File: src/rtl/rstseq_pkg.sv
// Package: shared types and cycle-count helpers for the reset sequencer.
// Assumes clock rates are given in kHz and times in microseconds.
package rstseq_pkg;

    // Release sequencer states.
    typedef enum logic [1:0] {
        SEQ_COLD  = 2'd0,
        SEQ_RUN   = 2'd1,
        SEQ_WLOW  = 2'd2,
        SEQ_WWAIT = 2'd3
    } seq_state_t;

    // Converts a time in microseconds to core clock cycles (rounded down).
    function automatic int unsigned us_to_cycles(input int unsigned clk_khz,
                                                 input int unsigned micros);
        return (clk_khz * micros) / 1000;
    endfunction

endpackage

File: src/rtl/rstseq_sync.sv
// Module: two-flop synchronizer for a bus of asynchronous inputs.
// Assumes multi-bit inputs are quasi-static, so per-bit skew is tolerated.
// The stages have no reset; they settle within two clock edges.
module rstseq_sync #(
    parameter int unsigned WIDTH = 1
) (
    input  logic             clk,
    input  logic [WIDTH-1:0] din,
    output logic [WIDTH-1:0] dout
);

    logic [WIDTH-1:0] stage1;
    logic [WIDTH-1:0] stage2;

    // Two-stage capture of the raw inputs.
    always_ff @(posedge clk) begin
        stage1 <= din;
        stage2 <= stage1;
    end

    assign dout = stage2;

endmodule

File: src/rtl/rstseq_warm_guard.sv
// Module: checks warm reset pulse width and warm/cold ordering.
// Assumes synchronized inputs. Synchronous active-low reset by the
// synchronized cold reset, except for the warm-high history counter,
// which must keep running while cold reset is held low.
module rstseq_warm_guard #(
    parameter int unsigned WARM_MIN = 24,
    parameter int unsigned WSU_CYC  = 10000,
    parameter int unsigned PW_CYC   = 134000
) (
    input  logic clk,
    input  logic cold_s,
    input  logic warm_s,
    output logic cold_rise,
    output logic warm_rel_ok,
    output logic err_short,
    output logic err_seq
);

    localparam int unsigned LOW_W = $clog2(WARM_MIN + 1);
    localparam int unsigned WSU_W = $clog2(WSU_CYC + 1);
    localparam int unsigned PW_W  = $clog2(PW_CYC + 1);

    logic             cold_d;
    logic             warm_d;
    logic [LOW_W-1:0] low_cnt;
    logic [WSU_W-1:0] high_cnt;
    logic [PW_W-1:0]  since_cold;
    logic             warm_rise;
    logic             warm_fall;
    logic             low_enough;

    assign cold_rise   = cold_s & ~cold_d;
    assign warm_rise   = cold_s & warm_s & ~warm_d;
    assign warm_fall   = cold_s & ~warm_s & warm_d;
    assign low_enough  = (low_cnt >= LOW_W'(WARM_MIN));
    assign warm_rel_ok = warm_rise & low_enough;

    // Cycles the warm input has been high; runs through cold reset.
    always_ff @(posedge clk) begin
        if (!warm_s) begin
            high_cnt <= '0;
        end else if (high_cnt < WSU_W'(WSU_CYC)) begin
            high_cnt <= high_cnt + 1'b1;
        end
    end

    // Pulse-width and ordering checks with sticky error flags.
    always_ff @(posedge clk) begin
        if (!cold_s) begin
            cold_d     <= 1'b0;
            warm_d     <= warm_s;
            low_cnt    <= '0;
            since_cold <= '0;
            err_short  <= 1'b0;
            err_seq    <= 1'b0;
        end else begin
            cold_d <= 1'b1;
            warm_d <= warm_s;
            if (!warm_s) begin
                if (!low_enough) begin
                    low_cnt <= low_cnt + 1'b1;
                end
            end else begin
                low_cnt <= '0;
            end
            if (since_cold < PW_W'(PW_CYC)) begin
                since_cold <= since_cold + 1'b1;
            end
            if (warm_rise && !low_enough) begin
                err_short <= 1'b1;
            end
            if (warm_fall && (since_cold < PW_W'(PW_CYC))) begin
                err_seq <= 1'b1;
            end
            if (cold_rise && (high_cnt < WSU_W'(WSU_CYC))) begin
                err_seq <= 1'b1;
            end
        end
    end

endmodule

File: src/rtl/rstseq_strap_window.sv
// Module: strap setup/hold window checker and boot configuration latch.
// Assumes synchronized straps with the same latency as the reset inputs.
// The stability history runs without reset so that setup is measurable
// at cold release; the other state resets with the cold reset.
module rstseq_strap_window #(
    parameter int unsigned BOOT_W = 16,
    parameter int unsigned SETUP  = 12,
    parameter int unsigned HOLD   = 12
) (
    input  logic              clk,
    input  logic              cold_s,
    input  logic [BOOT_W-1:0] strap_s,
    input  logic              release_ev,
    output logic [BOOT_W-1:0] boot_cfg,
    output logic              err_window,
    output logic              hold_act
);

    localparam int unsigned STB_W = $clog2(SETUP + 1);
    localparam int unsigned HLD_W = $clog2(HOLD);

    logic [BOOT_W-1:0] strap_d;
    logic [STB_W-1:0]  stable_cnt;
    logic [STB_W-1:0]  stable_eff;
    logic [HLD_W-1:0]  hold_cnt;
    logic              changed;

    assign changed    = (strap_s != strap_d);
    assign stable_eff = changed ? '0 : stable_cnt;

    // Cycles since the last strap change, saturating at SETUP.
    always_ff @(posedge clk) begin
        strap_d <= strap_s;
        if (stable_eff < STB_W'(SETUP)) begin
            stable_cnt <= stable_eff + 1'b1;
        end else begin
            stable_cnt <= stable_eff;
        end
    end

    // Setup check at release, hold check after it, latch at window end.
    always_ff @(posedge clk) begin
        if (!cold_s) begin
            hold_act   <= 1'b0;
            hold_cnt   <= '0;
            boot_cfg   <= '0;
            err_window <= 1'b0;
        end else if (release_ev) begin
            hold_act <= 1'b1;
            hold_cnt <= HLD_W'(1);
            if (stable_eff < STB_W'(SETUP)) begin
                err_window <= 1'b1;
            end
        end else if (hold_act) begin
            if (changed) begin
                err_window <= 1'b1;
            end
            if (hold_cnt == HLD_W'(HOLD - 1)) begin
                boot_cfg <= strap_s;
                hold_act <= 1'b0;
            end else begin
                hold_cnt <= hold_cnt + 1'b1;
            end
        end
    end

endmodule

File: src/rtl/rstseq_release_fsm.sv
// Module: counts the cold and warm release delays and drives rst_done.
// Assumes synchronized inputs; synchronous active-low reset by cold_s.
// A warm assertion at any point returns the sequence to the warm-low state.
module rstseq_release_fsm
    import rstseq_pkg::*;
#(
    parameter int unsigned COLD_DELAY = 20000,
    parameter int unsigned WARM_DELAY = 20
) (
    input  logic clk,
    input  logic cold_s,
    input  logic warm_s,
    output logic done
);

    localparam int unsigned MAXD  = (COLD_DELAY > WARM_DELAY) ? COLD_DELAY : WARM_DELAY;
    localparam int unsigned CNT_W = $clog2(MAXD + 1);

    seq_state_t       state;
    logic [CNT_W-1:0] cnt;

    // State and delay counter update.
    always_ff @(posedge clk) begin
        if (!cold_s) begin
            state <= SEQ_COLD;
            cnt   <= '0;
        end else begin
            case (state)
                SEQ_COLD: begin
                    if (!warm_s) begin
                        state <= SEQ_WLOW;
                        cnt   <= '0;
                    end else if (cnt == CNT_W'(COLD_DELAY - 1)) begin
                        state <= SEQ_RUN;
                    end else begin
                        cnt <= cnt + 1'b1;
                    end
                end
                SEQ_RUN: begin
                    if (!warm_s) begin
                        state <= SEQ_WLOW;
                    end
                end
                SEQ_WLOW: begin
                    if (warm_s) begin
                        state <= SEQ_WWAIT;
                        cnt   <= '0;
                    end
                end
                default: begin
                    if (!warm_s) begin
                        state <= SEQ_WLOW;
                    end else if (cnt == CNT_W'(WARM_DELAY - 1)) begin
                        state <= SEQ_RUN;
                    end else begin
                        cnt <= cnt + 1'b1;
                    end
                end
            endcase
        end
    end

    assign done = (state == SEQ_RUN);

endmodule

File: src/rtl/rst_release_seq.sv
// Module: top of the power-on and warm reset sequencer.
// Assumes all inputs are asynchronous to clk and the straps are
// quasi-static. Cycle limits are derived from CLK_KHZ.
module rst_release_seq
    import rstseq_pkg::*;
#(
    parameter int unsigned CLK_KHZ    = 100000,
    parameter int unsigned BOOT_W     = 16,
    parameter int unsigned COLD_DELAY = 20000,
    parameter int unsigned WARM_DELAY = 20,
    parameter int unsigned WARM_MIN   = 24,
    parameter int unsigned SETUP      = 12,
    parameter int unsigned HOLD       = 12
) (
    input  logic              clk,
    input  logic              cold_rst_n,
    input  logic              warm_rst_n,
    input  logic [BOOT_W-1:0] strap_pins,
    output logic              rst_done,
    output logic [BOOT_W-1:0] boot_cfg,
    output logic              err_warm_short,
    output logic              err_boot_window,
    output logic              err_warm_seq
);

    localparam int unsigned WSU_CYC = us_to_cycles(CLK_KHZ, 100);
    localparam int unsigned PW_CYC  = us_to_cycles(CLK_KHZ, 1340);
    localparam int unsigned SYNC_W  = BOOT_W + 2;

    logic [SYNC_W-1:0] raw_bus;
    logic [SYNC_W-1:0] sync_bus;
    logic              cold_s;
    logic              warm_s;
    logic [BOOT_W-1:0] strap_s;
    logic              cold_rise;
    logic              warm_rel_ok;
    logic              hold_act;

    assign raw_bus = {cold_rst_n, warm_rst_n, strap_pins};
    assign cold_s  = sync_bus[SYNC_W-1];
    assign warm_s  = sync_bus[SYNC_W-2];
    assign strap_s = sync_bus[BOOT_W-1:0];

    rstseq_sync #(.WIDTH(SYNC_W)) i_sync (
        .clk  (clk),
        .din  (raw_bus),
        .dout (sync_bus)
    );

    rstseq_warm_guard #(
        .WARM_MIN (WARM_MIN),
        .WSU_CYC  (WSU_CYC),
        .PW_CYC   (PW_CYC)
    ) i_guard (
        .clk         (clk),
        .cold_s      (cold_s),
        .warm_s      (warm_s),
        .cold_rise   (cold_rise),
        .warm_rel_ok (warm_rel_ok),
        .err_short   (err_warm_short),
        .err_seq     (err_warm_seq)
    );

    rstseq_strap_window #(
        .BOOT_W (BOOT_W),
        .SETUP  (SETUP),
        .HOLD   (HOLD)
    ) i_window (
        .clk        (clk),
        .cold_s     (cold_s),
        .strap_s    (strap_s),
        .release_ev (cold_rise | warm_rel_ok),
        .boot_cfg   (boot_cfg),
        .err_window (err_boot_window),
        .hold_act   (hold_act)
    );

    rstseq_release_fsm #(
        .COLD_DELAY (COLD_DELAY),
        .WARM_DELAY (WARM_DELAY)
    ) i_fsm (
        .clk    (clk),
        .cold_s (cold_s),
        .warm_s (warm_s),
        .done   (rst_done)
    );

endmodule

File: config.mk
export PLATFORM = sky130hd
export DESIGN_NAME = rst_release_seq
export DESIGN_NICKNAME = d
export VERILOG_FILES = /design/src/rtl/rstseq_pkg.sv /design/src/rtl/rstseq_sync.sv /design/src/rtl/rstseq_warm_guard.sv /design/src/rtl/rstseq_strap_window.sv /design/src/rtl/rstseq_release_fsm.sv /design/src/rtl/rst_release_seq.sv
export SDC_FILE = /design/constraint.sdc
export NUM_CORES = 1
export LEC_CHECK = 0
export ABC_CLOCK_PERIOD_IN_PS = 5250
export BUFFER_PORTS_ARGS = -buffer_cell sky130_fd_sc_hd__buf_2
export CORE_UTILIZATION = 65
export CTS_BUF_LIST = sky130_fd_sc_hd__clkbuf_8
export DETAILED_ROUTE_END_ITERATION = 12
export PLACE_DENSITY = 0.89
export REMOVE_ABC_BUFFERS = 1
export SYNTH_ARGS = -nofsm -noshare
export SYNTH_HDL_FRONTEND = slang
export SYNTH_SLANG_ARGS = --single-unit
File: constraint.sdc
create_clock -name clk -period 5.25 [get_ports clk]
set_clock_uncertainty 0.15 [all_clocks]
set_input_delay 1.05 -clock clk [delete_from_list [all_inputs] [get_ports clk]]
set_output_delay 1.05 -clock clk [all_outputs]
set_load 0.05 [all_outputs]
==> results.txt <==
The sequential-to-total area share from yosys stat came out at about 55%. For this design the static power due to leakage is 2.21 nW. The required time of the critical path came out at about 5.4 ns.

Dividing the detail-routed via count by the number of cells gives between 5 and 6. The die height came out at about 90 um. The worst register-to-register path begins at i_fsm.state[0]. After layout, the worst setup slack is ~2.6 ns. The root buffer cell chosen for the clock tree is clkbuf_8. The number of antenna violations at the first check in global routing is 0. The quantity of I/O buffers inserted on ports came out at 38. The total wire length is between 9000 and 10000 um. After synthesis the netlist holds a flip-flop and latch count of between 100 and 150.

The maximum number of pins on one net before global-route repair came out at 50. The synthesized area per cell is 10.4 um2. The global-route congestion overflow total came out at 0. Among all flip-flop cells after synthesis, the most frequent one is dfxtp_1. The global placer's final weighted congestion came out at about 0.92. Excluding fillers, the count of instances in the completed layout stands at approximately 640.

The area share of the leading cell type in the synthesized netlist came out at 54.6%. The HPWL after detailed placement came out at approximately 5900 um. The area overhead of the layout relative to synthesis is 13.4%. The total area inside the core boundary comes to roughly 7300 um2.

The final-report max-slew violation count came out at 0. The time the worst path needs with I/O delays and setup came out at 2.62 ns. Once the clock tree was built, the setup fixing pass inserted 0 buffers. The clock net in this run drives a total of 136 sinks. Setup repair after global routing left no endpoint under its margin. Buffers inserted during clock tree synthesis total 17. Setup violations remaining at the end of the flow were counted as 0.

Of all nets on the critical path, the largest fanout is 15. The wire length of the first global-routing pass is 15000 um. The number of hold violations in the final report was 0. The run finished with clean final reports. The min-delay analysis places its worst path in the category reg2reg.

The async set-or-reset flop fraction in the synthesized netlist came out at 0%. Once layout is done, the placed cells without fillers occupy ~5700 um2. The antenna violation net count after detailed routing is 0. The worst setup path is of the reg2reg kind. Derived from the worst setup path, the maximum achievable clock frequency is 0.381 GHz. The H-tree depth is 4. The starting utilization of the core area is about two thirds. The worst-case reg-to-reg path depth is 7. The peak supply drop came out at roughly 0.3 mV. The number of global-route vias before repair came out at approximately 3300.

The row count is 31. The clock-pin transition on the worst setup and hold timing paths is about 0.080 ns. The die outline width came out at roughly 90 um.

The endpoint of the worst register-to-register path is i_fsm.cnt[8]. The violation count after the first detailed-routing iteration is between 200 and 250. The TritonCTS clock tree is done. The beginning of the critical path is i_fsm.state[0]. The kind of capture point of the worst setup path is a flop.

Before antenna repair, the detailed router went through 4 iterations. The remaining routing DRC violations is 0. In the global route stage, overall resource usage came out at between 20% and 30%. The fill cell total of the finished layout is about 450. In this run the worst setup path terminates at i_fsm.cnt[8]. The number of placed instances, taps included, is slightly above 600. The start point of the worst hold path is i_sync.stage1[3]. The worst setup timing slack at the placement stage is ~2.7 ns. The number of hold buffers added after cts came out at 0. The transition at the pin with the smallest max-transition slack is between 1 and 1.5 ns.

39 I/O pins were placed. The count of cell types in the netlist came out at 54. The number of enable-type register cells in the synthesized netlist is 0. The placement-stage cell area came out at between 5000 and 6000 um2.

The share of layout cells above drive strength 1 is ~15%. Yosys printed 0 warnings. The power density over the cells came out at 357 nW/um2. The number of cells upsized or downsized after cts came out at 0. The total inserted antenna cells came out at 0. The kind of start point of the critical path is a flop. After synthesis the cells add up to roughly 5000 um2.

The cell count after synthesis is between 400 and 500. The number of nets in the layout is ~550. The final-layout setup total negative slack is 0 ns. The largest total area in the synthesized netlist belongs to dfxtp_1. Yosys attributes the largest share of cell area to dfxtp_1 55%, xor2_1 5.6%, xnor2_1 4.7%, mux2i_1 3.8%, nor2_1 3.2%. The clock latency on the worst-skew pair is around 0.44 ns.

The worst-case headroom to the max-slew limit is 28.3%. Data on the critical path arrives at its endpoint at approximately 2.8 ns. The total die area came out at 8030 um2. The slack of the worst reg-to-reg path is ~2.6 ns. The wire length per cell after detailed routing is about 15 um. The share of the cycle needed by the critical path after routing is ~50%. Counting along the longest clock path gives a buffer depth of 2. The detailed-route via count is 3541. The number of maximum-capacitance constraint violations is 0.
area by class of cell:
class,instances,area [um2],share of cell area (%)
sequential,136,2720,48.1
timing repair buffer,40,205,3.63
inverter,9,36.3,0.641
clock buffer,17,234,4.14
clock inverter,15,159,2.81
tap,99,124,2.19
multi-input combinational,323,2180,38.5
worst max-delay path, stage by stage (launching register included):
cell and delay [ns]:
dfxtp_1 0.38, inv_1 0.08, ha_1 0.29, nor2_1 0.18, a22oi_1 0.12, o21ai_1 0.85, o22ai_1 0.21, a22o_1 0.26
state kept, by name, indices dropped and copies added, names as in the netlist, 2 cells and up:
register and flops:
i_guard.low_cnt 5, i_window.strap_d 16, i_window.stable_cnt 4, i_window.hold_cnt 4
i_fsm.cnt 15, i_sync.dout 18, i_sync.stage1 18, i_window.boot_cfg 16
i_guard.high_cnt 14, i_guard.since_cold 18, i_fsm.state 2
placed cells by master (no fill, tap or decap), types with 8 or more instances in the layout:
cell and count:
a21oi_1 11, and2_1 17, and3_1 12, buf_2 38, clkbuf_8 17, dfxtp_1 136, ha_1 8, inv_1 8
mux2i_1 19, nand2_1 29, nand3_1 16, nand4_1 13, nor2_1 43, nor2b_1 19, nor3_1 9, nor4_1 9
o21ai_0 8, xnor2_1 27, xor2_1 32
worst min path at each step:
stage	slack [ns]	to	cells past startpoint
after floorplan	0.16	i_sync.dout[0]	0
after global placement	0.16	i_sync.dout[0]	0
after detailed placement	0.16	i_sync.dout[4]	0
after CTS	0.18	i_sync.dout[3]	0
after global routing	0.18	i_sync.dout[3]	0
final	0.18	i_sync.dout[3]	0
where the power goes:
group          internal [W]  switching [W]
Combinational     0.0000362      0.0000522
Sequential          0.00106      0.0000246
Clock              0.000394       0.000447
layer usage:
layer / wire length (um) / global-route usage [%]
met3: 372 / 6.58
met5: 0 / 0
met4: 244 / 14.9
met2: 4970 / 44.1
met1: 4010 / 27.8
synth_stat cells, types with 2 or more instances:
| cell type | count |
|---|---|
| dfxtp_1 | 136 |
| nor2_1 | 43 |
| xor2_1 | 32 |
| nand2_1 | 29 |
| xnor2_1 | 27 |
| mux2i_1 | 19 |
| nor2b_1 | 19 |
| and2_1 | 17 |
| nand3_1 | 16 |
| nand4_1 | 13 |
| and3_1 | 12 |
| a21oi_1 | 11 |
| clkbuf_1 | 9 |
| nor3_1 | 9 |
| nor4_1 | 9 |
| ha_1 | 8 |
| inv_1 | 8 |
| o21ai_0 | 8 |
| a31oi_1 | 5 |
| a21boi_0 | 3 |
| nor3b_1 | 3 |
| o21a_1 | 3 |
| or3_1 | 3 |
| and4b_1 | 2 |
| buf_2 | 2 |
| nand2b_1 | 2 |
| nor4_2 | 2 |
| nor4b_1 | 2 |
| o2111ai_1 | 2 |
| o31a_1 | 2 |
cells by family (layout without fill, tap and decap cells):
kind of cell	after synthesis	count (layout)	synth area share [%]
muxes	19	19	3.81
xor gates and xnor gates	59	59	10.4
DFF	136	136	54.6
buffers and inverters	21	81	1.83
and+or+nand+nor	185	185	19.6
adders and majority gates	8	8	2.01
AOI/OAI and AO/OA	52	52	7.82
per-stage QoR:
step / util (%) / power, W / hold slack [ns]
finish: 77.2 / 0.00202 / 0.180
detailed placement: 71.8 / 0.00120 / 0.162
floorplan: - / 0.00117 / 0.160
global placement: 71.8 / 0.00119 / 0.160
CTS: 77.2 / 0.00203 / 0.181
global route: 77.2 / 0.00209 / 0.184
(Power assumes the default switching activity.)
